<file path="config.mk">
export PLATFORM = sky130hd
export DESIGN_NAME = dma_slot_sched
export DESIGN_NICKNAME = d
export VERILOG_FILES = /design/src/rtl/dma_slot_sched.sv
export SDC_FILE = /design/constraint.sdc
export NUM_CORES = 1
export LEC_CHECK = 0
export BUFFER_PORTS_ARGS = -buffer_cell sky130_fd_sc_hd__buf_2
export CORE_MARGIN = 2
export CORE_UTILIZATION = 30
export CTS_CLUSTER_SIZE = 12
export DETAILED_ROUTE_END_ITERATION = 10
export PLACE_DENSITY = 0.5
export SETUP_SLACK_MARGIN = 0.4
export SLEW_MARGIN = 30
export SYNTH_ARGS = -nofsm -noshare
export SYNTH_HDL_FRONTEND = slang
export SYNTH_SLANG_ARGS = --single-unit
</file>
<file path="constraint.sdc">
create_clock -name clk -period 15.3 [get_ports clk]
set_clock_uncertainty 0.2 [all_clocks]
set_input_delay 3.06 -clock clk [delete_from_list [all_inputs] [get_ports clk]]
set_output_delay 3.06 -clock clk [all_outputs]
set_load 0.005 [all_outputs]
</file>
<file path="src/rtl/dma_slot_sched.sv">
module dma_slot_sched #(
  parameter int NCH = 16,
  parameter int PW  = 4,
  localparam int IW = $clog2(NCH)
) (
  input  logic               clk,
  input  logic               rst_n,
  input  logic               prio_mode,
  input  logic [NCH-1:0]     ch_enable,
  input  logic [NCH-1:0]     wm_req,
  input  logic [NCH-1:0]     hungry_req,
  input  logic [NCH*PW-1:0]  ch_prio,
  input  logic               slot_done,
  output logic               grant_valid,
  output logic [IW-1:0]      grant_idx,
  output logic [NCH-1:0]     grant_onehot
);

  logic [NCH-1:0] wm_m, hg_m, cand, top;
  logic [PW-1:0]  max_lvl;
  logic [IW-1:0]  ptr, pick_idx;
  logic           pick_found;

  assign wm_m = ch_enable & wm_req;
  assign hg_m = ch_enable & hungry_req;
  assign cand = (|wm_m) ? wm_m : hg_m;

  always_comb begin
    max_lvl = '0;
    for (int i = 0; i < NCH; i++)
      if (cand[i] && ch_prio[i*PW +: PW] > max_lvl)
        max_lvl = ch_prio[i*PW +: PW];
  end

  for (genvar g = 0; g < NCH; g++) begin : g_top
    assign top[g] = cand[g] && (!prio_mode || ch_prio[g*PW +: PW] == max_lvl);
  end

  always_comb begin
    pick_found = 1'b0;
    pick_idx   = '0;
    for (int k = 0; k < NCH; k++) begin
      int j;
      j = int'(ptr) + k;
      if (j >= NCH) j = j - NCH;
      if (!pick_found && top[j]) begin
        pick_found = 1'b1;
        pick_idx   = IW'(j);
      end
    end
  end

  always_ff @(posedge clk or negedge rst_n) begin
    if (!rst_n) begin
      grant_valid <= 1'b0;
      grant_idx   <= '0;
      ptr         <= '0;
    end else if (grant_valid) begin
      if (slot_done) grant_valid <= 1'b0;
    end else if (pick_found) begin
      grant_valid <= 1'b1;
      grant_idx   <= pick_idx;
      ptr         <= (int'(pick_idx) == NCH-1) ? '0 : pick_idx + 1'b1;
    end
  end

  assign grant_onehot = grant_valid ? (NCH'(1) << grant_idx) : '0;

endmodule

</file>
==> metrics.txt, run 1 <==
Final Non-Filler Cells=2125; yosys warns=0; Critical Path Fanout Max=5; DRC viols=0; Post-synth EDFFs=0; CP endpoint kind=flip-flop; Setup CP Type=primary input to flip-flop; dpl hpwl=around 30000 um; status=complete, but fails checks; Seq cells post-synth=9; # placed instances=2017; Synth area leader=mux4_2; violated checks=setup timing; share of layout cells above drive strength 1=between 50% and 60%; Crit-path slowest cell=mux4_2; post-synth design cell area=8740 um2; IO buf count=136; drt pass-1 iters=5; Nets=1902; final worst slack=-13.09 ns; CTS Sinks=9; Root Buffer=clkbuf_16; Synth async-reset ratio=100%; DR vias/cell=approximately 5.5; synth unique cells=129; Startpoint Class=primary input; Worst-Skew Late Latency=approximately 0.24 ns; Final TNS setup=-116.54 ns; Synthesized Nets=1318; vias in the first global route=11800; H-tree depth=1; final WL=38500 um; grt total ovfl=0; die area=between 30000 and 40000 um2; total CTS buffers=3; Static Leakage=6.52 nW; sequential share of the synthesized area=2.58%; I/O pin total=137; Critical Path Source=wm_req[12]; Synth area leaders=mux4_2 6.4%, ha_1 6.3%, xnor2_1 5.3%, nand2_1 4.1%, mux2i_1 3.8%; first-pass GRT wire length=60700 um; Post-Syn Instances=1158; Die H=about 170 um; worst slack, placed=-13.76 ns; CTS tree=yes; worst reg2reg startpoint=ptr[1]; most frequent CP cell=ha_4; DRT iter0 DRCs=730; slew at the pin closest to its max-slew limit=~1.1 ns; Hold Buf Count CTS=0; post-synth top area share=approximately 6.4%; Top FF cell, synth=dfrtp_1; Worst Path Arrival=between 20 and 30 ns; initial antenna violation count=0; Row Count=62; antenna cells=0; Rel. slew slack=roughly 28%; Starting Density=approximately 30%; Hold Path Stages=1; Slew Viols, Final=0; Tot GR Track Use=24.0%; Core Area=28700 um2; clock-pin transition on the worst setup and hold timing paths=0.04 ns; RR Endpoint=ptr[3]; Die X=175 um; fmax=about 0.035 GHz; Peak VDD IR=0.157 mV; CP delay by family, top=compound AO/OA/AOI/OAI gates; CP Data Required Time=15.26 ns; Largest stage delay, worst path=between 0.5 and 0.6 ns; maxcap violations=0; hold wc startpoint=grant_idx[0]; CP Buf/Inv Count=18; most frequent cells in the layout=458 x buf_4, 135 x buf_2, 82 x nand2_1, 69 x nor2_1, 53 x inv_1; CTS Buffer Depth=2; routed via count=11700; total power=slightly above 4 mW; Period minus WS final=between 20 and 30 ns; syn avg cell area=around 7.5 um2; Layout area overhead=71.1%; R2R Setup Slk=just over 9 ns; Fin. Hold Viols=0; Endpoint, Worst Hold=grant_idx[0]; placer congestion estimate=between 0.9 and 1; Hold WC Path Type=flip-flop to flip-flop; Setup Viol. Count Final=9; WL/cell=18.1 um; antenna-violating nets left=0; RSZ-0062 raised after global routing=yes; period utilisation layout=186%; FF-to-FF path depth=16; PD cells=around 280 nW/um2; commonest non-fill, non-tap cell in the layout=buf_4; largest net degree at the start of global routing=24
## cell usage after synthesis (22+ instances only)
library cell and instances:
nand2_1 96, nor2_1 86, inv_1 63, a21oi_1 61
o21ai_0 58, xnor2_1 53, ha_1 44, nand3_1 37
mux2i_1 33, nand2b_1 26, mux4_2 25, nor3_1 25
or3_1 24, xor2_1 22
## stage by stage
stage	area [um2]	util (%)	hold WS (ns)
2_1_floorplan	9350	-	0.375
3_3_place_gp	13100	45.6	0.381
3_5_place_dp	13100	45.6	0.381
4_1_cts	14300	49.8	0.392
5_1_grt	15000	52.1	0.421
6_report	15000	52.1	0.396
## how the worst max path moves through the flow
stage | slack, ns | cells after the start | endpoint
after global routing | -14.23 | 148 | ptr[3]
after global placement | -13.38 | 144 | ptr[0]
after detailed placement | -13.76 | 142 | ptr[0]
after CTS | -12.61 | 142 | ptr[2]
final | -13.09 | 146 | ptr[3]
after floorplan | -12.95 | 146 | ptr[3]
## registers in the layout (all words and copies together) (netlist names)
register	flops
grant_idx	4
grant_valid	1
ptr	4
## report_power, final
group | switching (mW) | internal [mW] | total, mW
Sequential | 0.0468 | 0.0403 | 0.0871
Clock | 0.0124 | 0.0349 | 0.0473
Combinational | 1.95 | 2.05 | 4.00
## layout make-up
class                   instances  area (um2)
clock buffers                   4        78.8
fillers                      2779       13800
inverters                      67         259
multi-input cells            1030        9330
flip-flops and latches          9         226
well taps                     384         480
repair buffers                631        4580
## timing repair
action	4_1_cts	5_1_grt
buffers inserted	77	27
pin swaps	111	78
endpoints found under the setup margin	9	9
gates resized for setup	124	89
hold endpoints to repair	0	0
## kinds of logic (layout without fill, tap and decap cells)
| family | count (synthesis) | in the layout | share of synthesized area [%] |
|---|---|---|---|
| flip-flops | 9 | 9 | 2.58 |
| AO/OA/AOI/OAI | 419 | 419 | 37.4 |
| AND/OR/NAND/NOR | 398 | 398 | 23.8 |
| adder cells (fa/ha/maj) | 50 | 50 | 6.99 |
| multiplexers | 85 | 85 | 14.2 |
| XOR/XNOR | 78 | 78 | 8.08 |
| buffers and inverters | 119 | 702 | 7.03 |
## routing by layer
metal | share of wire (%) | wire length (um) | global-route usage [%]
met5 | 0 | 0 | 0
met4 | 2.7 | 1040 | 6.74
met3 | 4.4 | 1710 | 1.74
met2 | 48 | 18600 | 41.7
met1 | 45 | 17200 | 31.9
Power figures use the tool's default switching activity.
==> run 2: changes to the inputs <==
Settings changed: ABC_AREA from default to 1.
==> metrics.txt, run 2 <==
status=complete, but fails checks; violated checks=setup timing; post-synth design cell area=between 7000 and 8000 um2; Row Count=58; CP Data Required Time=15.22 ns; Slew Viols, Final=0; antenna-violating nets left=0; total CTS buffers=3; slew at the pin closest to its max-slew limit=1.10 ns; Seq cells post-synth=9; Worst-Skew Late Latency=0.23 ns; first-pass GRT wire length=49000 um; period utilisation layout=134%; Synth area leader=nand2_1; Fin. Hold Viols=0; CTS Sinks=9; post-synth top area share=20.4%; Static Leakage=7.00 nW; hold_ws=about 0.35 ns; final worst slack=-5.27 ns; Die H=163 um; Starting Density=30.3%; Startpoint Class=primary input; Critical Path Fanout Max=8; WL/cell=14.5 um; Post-synth EDFFs=0; Root Buffer=clkbuf_16; drt pass-1 iters=5; PD cells=between 200 and 300 nW/um2; grt total ovfl=0; Setup CP Type=primary input to flip-flop; synth cell count leaders=411 x nand2_1, 301 x nand3_1, 177 x inv_1; Post-Syn Instances=~1400; # placed instances=2097; Layout area overhead=70.0%; largest net degree at the start of global routing=25; Core Area=~25000 um2; placer congestion estimate=0.960; Nets=2021; RSZ-0062 raised after global routing=yes; vias in the first global route=~10000; CTS Buffer Depth=2; DRC viols=0; fmax=between 0.04 and 0.05 GHz; Top FF cell, synth=dfrtp_1; DR vias/cell=4.79; CP delay by family, top=simple AND/OR/NAND/NOR gates; yosys warns=0; sequential share of the synthesized area=2.97%; maxcap violations=0; Rel. slew slack=between 20% and 30%; commonest non-fill, non-tap cell in the layout=buf_4; Peak VDD IR=0.132 mV; CP endpoint kind=flip-flop; Tot GR Track Use=22.5%; biggest regs=grant_idx: 4 flops, ptr: 4 flops, grant_valid: 1 flops; most frequent CP cell=nand2_4; clock-pin transition on the worst setup and hold timing paths=~0.04 ns; most frequent cell after synthesis=nand2_1; Synth async-reset ratio=100%; die area=around 27000 um2; final WL=approximately 32000 um; Die X=approximately 160 um; H-tree depth=1; syn avg cell area=around 5.4 um2; Synthesized Nets=~1600; Setup Viol. Count Final=9; initial antenna violation count=1; CTS tree=yes; DRT iter0 DRCs=581; Hold WC Path Type=flip-flop to flip-flop; dpl hpwl=24800 um; Crit-path slowest cell=ha_1; I/O pin total=137; Final Non-Filler Cells=2191; routed via count=10500; Synth area leaders=nand2_1 20%, nand3_1 20%, inv_1 8.8%, ha_1 7.3%, nand2_2 6.4%; Largest stage delay, worst path=0.30 ns; IO buf count=136; CP Buf/Inv Count=49; most frequent cells in the layout=325 x buf_4, 324 x nand2_1, 207 x nand3_1, 155 x inv_1, 134 x nand2_2; share of layout cells above drive strength 1=51.9%; synth unique cells=47; Period minus WS final=20.57 ns; Worst Path Arrival=roughly 20 ns
==> run 2: power by group <==
| part | internal [mW] | total (mW) | switching [mW] | leakage, nW |
|---|---|---|---|---|
| clock network | 0.0348 | 0.0458 | 0.0110 | 0.0382 |
| logic | 1.43 | 3.25 | 1.82 | 6.86 |
| registers | 0.0378 | 0.0690 | 0.0312 | 0.108 |
| total | 1.50 | 3.37 | 1.87 | 7.00 |
==> run 2: cell families (layout without fill, tap and decap cells) <==
family                   count (synthesis)  in the layout  share of synthesized area, %
AO/OA/AOI/OAI                           87             87                          7.53
XOR/XNOR                                 5              5                         0.578
adder cells (fa/ha/maj)                 44             44                          7.27
buffers and inverters                  223            685                          13.5
flip-flops                               9              9                          2.97
other                                    0              1                             0
AND/OR/NAND/NOR                       1028           1030                          68.1
==> run 2: area by class of cell <==
class / count / area, um2
inverters: 201 / 774
clock buffers: 4 / 78.8
flip-flops and latches: 9 / 225
multi-input cells: 1166 / 7870
well taps: 330 / 413
fillers: 2578 / 12100
repair buffers: 480 / 3510
diodes: 1 / 2.50
==> run 2: what timing repair did <==
item	4_1_cts	5_1_grt
setup endpoints to repair	9	9
hold buffers	0	0
cloned	2	1
pin swaps	130	158
setup buffers	62	24
gates resized for setup	182	150
==> run 2: layer usage <==
layer  share of wire (%)  global-route usage, %  routed length (um)
met5                   0                      0                   0
met2                  48                   39.9               15200
met1                  46                   30.7               14600
met4                 1.7                   3.82                 544
met3                 4.2                  0.891                1340
==> run 2: stage by stage <==
stage,setup WS (ns),TNS (ns),util (%),power [mW],instance area [um2]
after global placement,-5.70,-50.07,42.5,2.66,10600
after global routing,-6.39,-55.89,51.6,3.67,12900
after CTS,-4.73,-41.46,47.9,3.03,12000
after detailed placement,-6.01,-52.75,42.5,2.67,10600
after floorplan,-4.80,-41.39,-,1.75,7790
final,-5.27,-46.37,51.6,3.37,12900
==> run 2: tightest hold or removal path: stages, from the launching register on <==
cell	delay, ns
dfrtp_1	0.37
nand2_1	0.06
o21ai_1	0.07
==> run 2: path summary, 6_finish.rpt <==
path	cells past startpoint	start	slack [ns]	endpoint
worst min-delay path	2	grant_idx[3]	0.35	grant_idx[3]
min in group asynchronous	1	rst_n	2.48	grant_idx[2]
worst min register to register	2	grant_idx[3]	0.35	grant_idx[3]
worst max register to register	24	ptr[0]	9.36	ptr[2]
worst max-delay path	161	ch_enable[11]	-5.27	ptr[3]
max in group asynchronous	1	rst_n	12.24	ptr[0]
==> run 3: changes to the inputs <==
Clock period 15.3 ns to 25.1 ns, I/O delays scaled along.
==> metrics.txt, run 3 (same netlist as run 2, synthesis figures left out) <==
status=finished clean; Largest stage delay, worst path=0.35 ns; final worst slack=1.39 ns; Period minus WS final=23.71 ns; Slew Viols, Final=0; Reg power frac=2.6%; placed inst area=8450 um2; Hold Buf Count CTS=0; commonest non-fill, non-tap cell in the layout=nand2_1; # placed instances=1846; slew at the pin closest to its max-slew limit=slightly below 0.9 ns; IO buf count=136; Switch Pwr=around 1.0 mW; total power=1.61 mW; Critical Path Source=ch_enable[7]; WL/cell=15.0 um; die area=26500 um2; vias in the first global route=around 8400; Gate power share=95.6%; Core Area=roughly 25000 um2; placer congestion estimate=0.884; antenna-violating nets left=0; DRC viols=0; Worst-Skew Late Latency=0.24 ns; CP Buf/Inv Count=23; H-tree depth=1; clock share of power=1.8%; Int Pwr=0.592 mW; PD cells=159 nW/um2; Register Area=225 um2; most frequent cells in the layout=380 x nand2_1, 247 x nand3_1, 170 x inv_1, 136 x buf_2, 95 x nand2_2; CP delay by family, top=simple AND/OR/NAND/NOR gates; CTS tree=yes; Die H=163 um; share of layout cells above drive strength 1=a little over a third; Worst Path Arrival=about 24 ns; Static Leakage=5.55 nW; Tot GR Track Use=19.6%; Critical Path Fanout Max=8; DR vias/cell=4.97; area of the multi-input gates=around 7300 um2; Row Count=58; routed via count=9556; Root Buffer=clkbuf_16; Setup Viol. Count Final=0; first-pass GRT wire length=42200 um; CP Data Required Time=between 20 and 30 ns; fmax=0.0422 GHz; Starting Density=between 30 and 40%; Design Area, Final=~10000 um2; drt pass-1 iters=5; grt total ovfl=0; maxcap violations=0; Startpoint Class=primary input; Nets=about 1800; biggest regs=grant_idx: 4 flops, ptr: 4 flops, grant_valid: 1 flops; period utilisation layout=94.4%; worst reg2reg startpoint=ptr[0]; dpl hpwl=roughly 22000 um; final WL=28800 um; Layout area overhead=33.3%; Hold WC Path Type=flip-flop to flip-flop; Fill cells=roughly 2700; Crit-path slowest cell=or2_4; CP endpoint kind=flip-flop; Final Non-Filler Cells=a little under 2000; RSZ-0062 raised after global routing=no; CTS Sinks=9; largest net degree at the start of global routing=25; Fin. Hold Viols=0; Rel. slew slack=41.6%; CTS Buffer Depth=2; total CTS buffers=3; I/O pin total=137; Setup CP Type=primary input to flip-flop; worst slack, placed=-0.711 ns; DRT iter0 DRCs=581; initial antenna violation count=1; Net Sw Frac=between 60% and 70%; clock-pin transition on the worst setup and hold timing paths=around 0.04 ns; Peak VDD IR=0.0543 mV; Die X=163 um; hold wc startpoint=grant_idx[3]; final core utilization=40.4%
==> run 3: cell count changes in the layout (fill, tap and decap cells not counted), sizes merged <==
| cell | previous run | this run |
|---|---|---|
| nand2 | 517 | 520 |
| clkinv | 5 | 7 |
| clkbuf | 5 | 3 |
| buf | 479 | 209 |
| inv | 196 | 195 |
| dlymetal6s2s | 0 | 1 |
==> run 3: layer usage <==
metal / track usage, % / vias to the layer above / part of all wire, % / wire length (um)
met5: 0 / - / 0 / 0
met4: 4.22 / 0 / 2.4 / 685
met3: 1.66 / 51 / 6.3 / 1800
met2: 32.5 / 304 / 45 / 13000
met1: 27.5 / 4301 / 46 / 13300
li1: - / 4900 / - / -
==> run 3: worst paths after layout <==
kind | slack, ns | depth (start not counted) | endpoint
hold / removal | 0.36 | 2 | grant_idx[3]
max in group asynchronous | 20.10 | 1 | ptr[2]
setup / recovery | 1.39 | 151 | ptr[3]
setup reg to reg | 19.45 | 24 | ptr[3]
min in group asynchronous | 4.42 | 1 | grant_valid
hold reg to reg | 0.36 | 2 | grant_idx[3]
==> run 3: through the flow <==
step / hold WS, ns / setup TNS [ns]
3_3_place_gp: 0.328 / -1.34
2_1_floorplan: 0.315 / 0
4_1_cts: 0.358 / 0
6_report: 0.360 / 0
5_1_grt: 0.391 / 0
3_5_place_dp: 0.343 / -4.49
==> run 3: power by group through the flow <==
stage	clock network, mW	registers, mW	logic, mW
after floorplan	0	0.0312	1.00
after global placement	0	0.0404	1.23
after detailed placement	0	0.0403	1.23
after CTS	0.0288	0.0402	1.27
after global routing	0.0296	0.0431	1.69
final	0.0285	0.0416	1.54
==> run 3: repair_timing <==
item	4_1_cts	5_1_grt
resized for setup	29	190
pin swaps	2	93
gates cloned	0	5
buffers inserted	2	66
setup endpoints to repair	9	9
==> run 3: worst min-delay path, delay by kind of cell (launching register included) <==
kind,cells,cell delay [ns]
simple gates,1,0.06
flops,1,0.37
compound gates,1,0.08
==> run 3: final cells by class <==
class,count,area share [%]
antenna,1,0.0248
clock buffer,3,0.744
clock inverter,1,0.0496
inverter,201,7.60
multi-input combinational,1169,72.4
sequential,9,2.23
tap,330,4.09
timing repair buffer,210,12.8
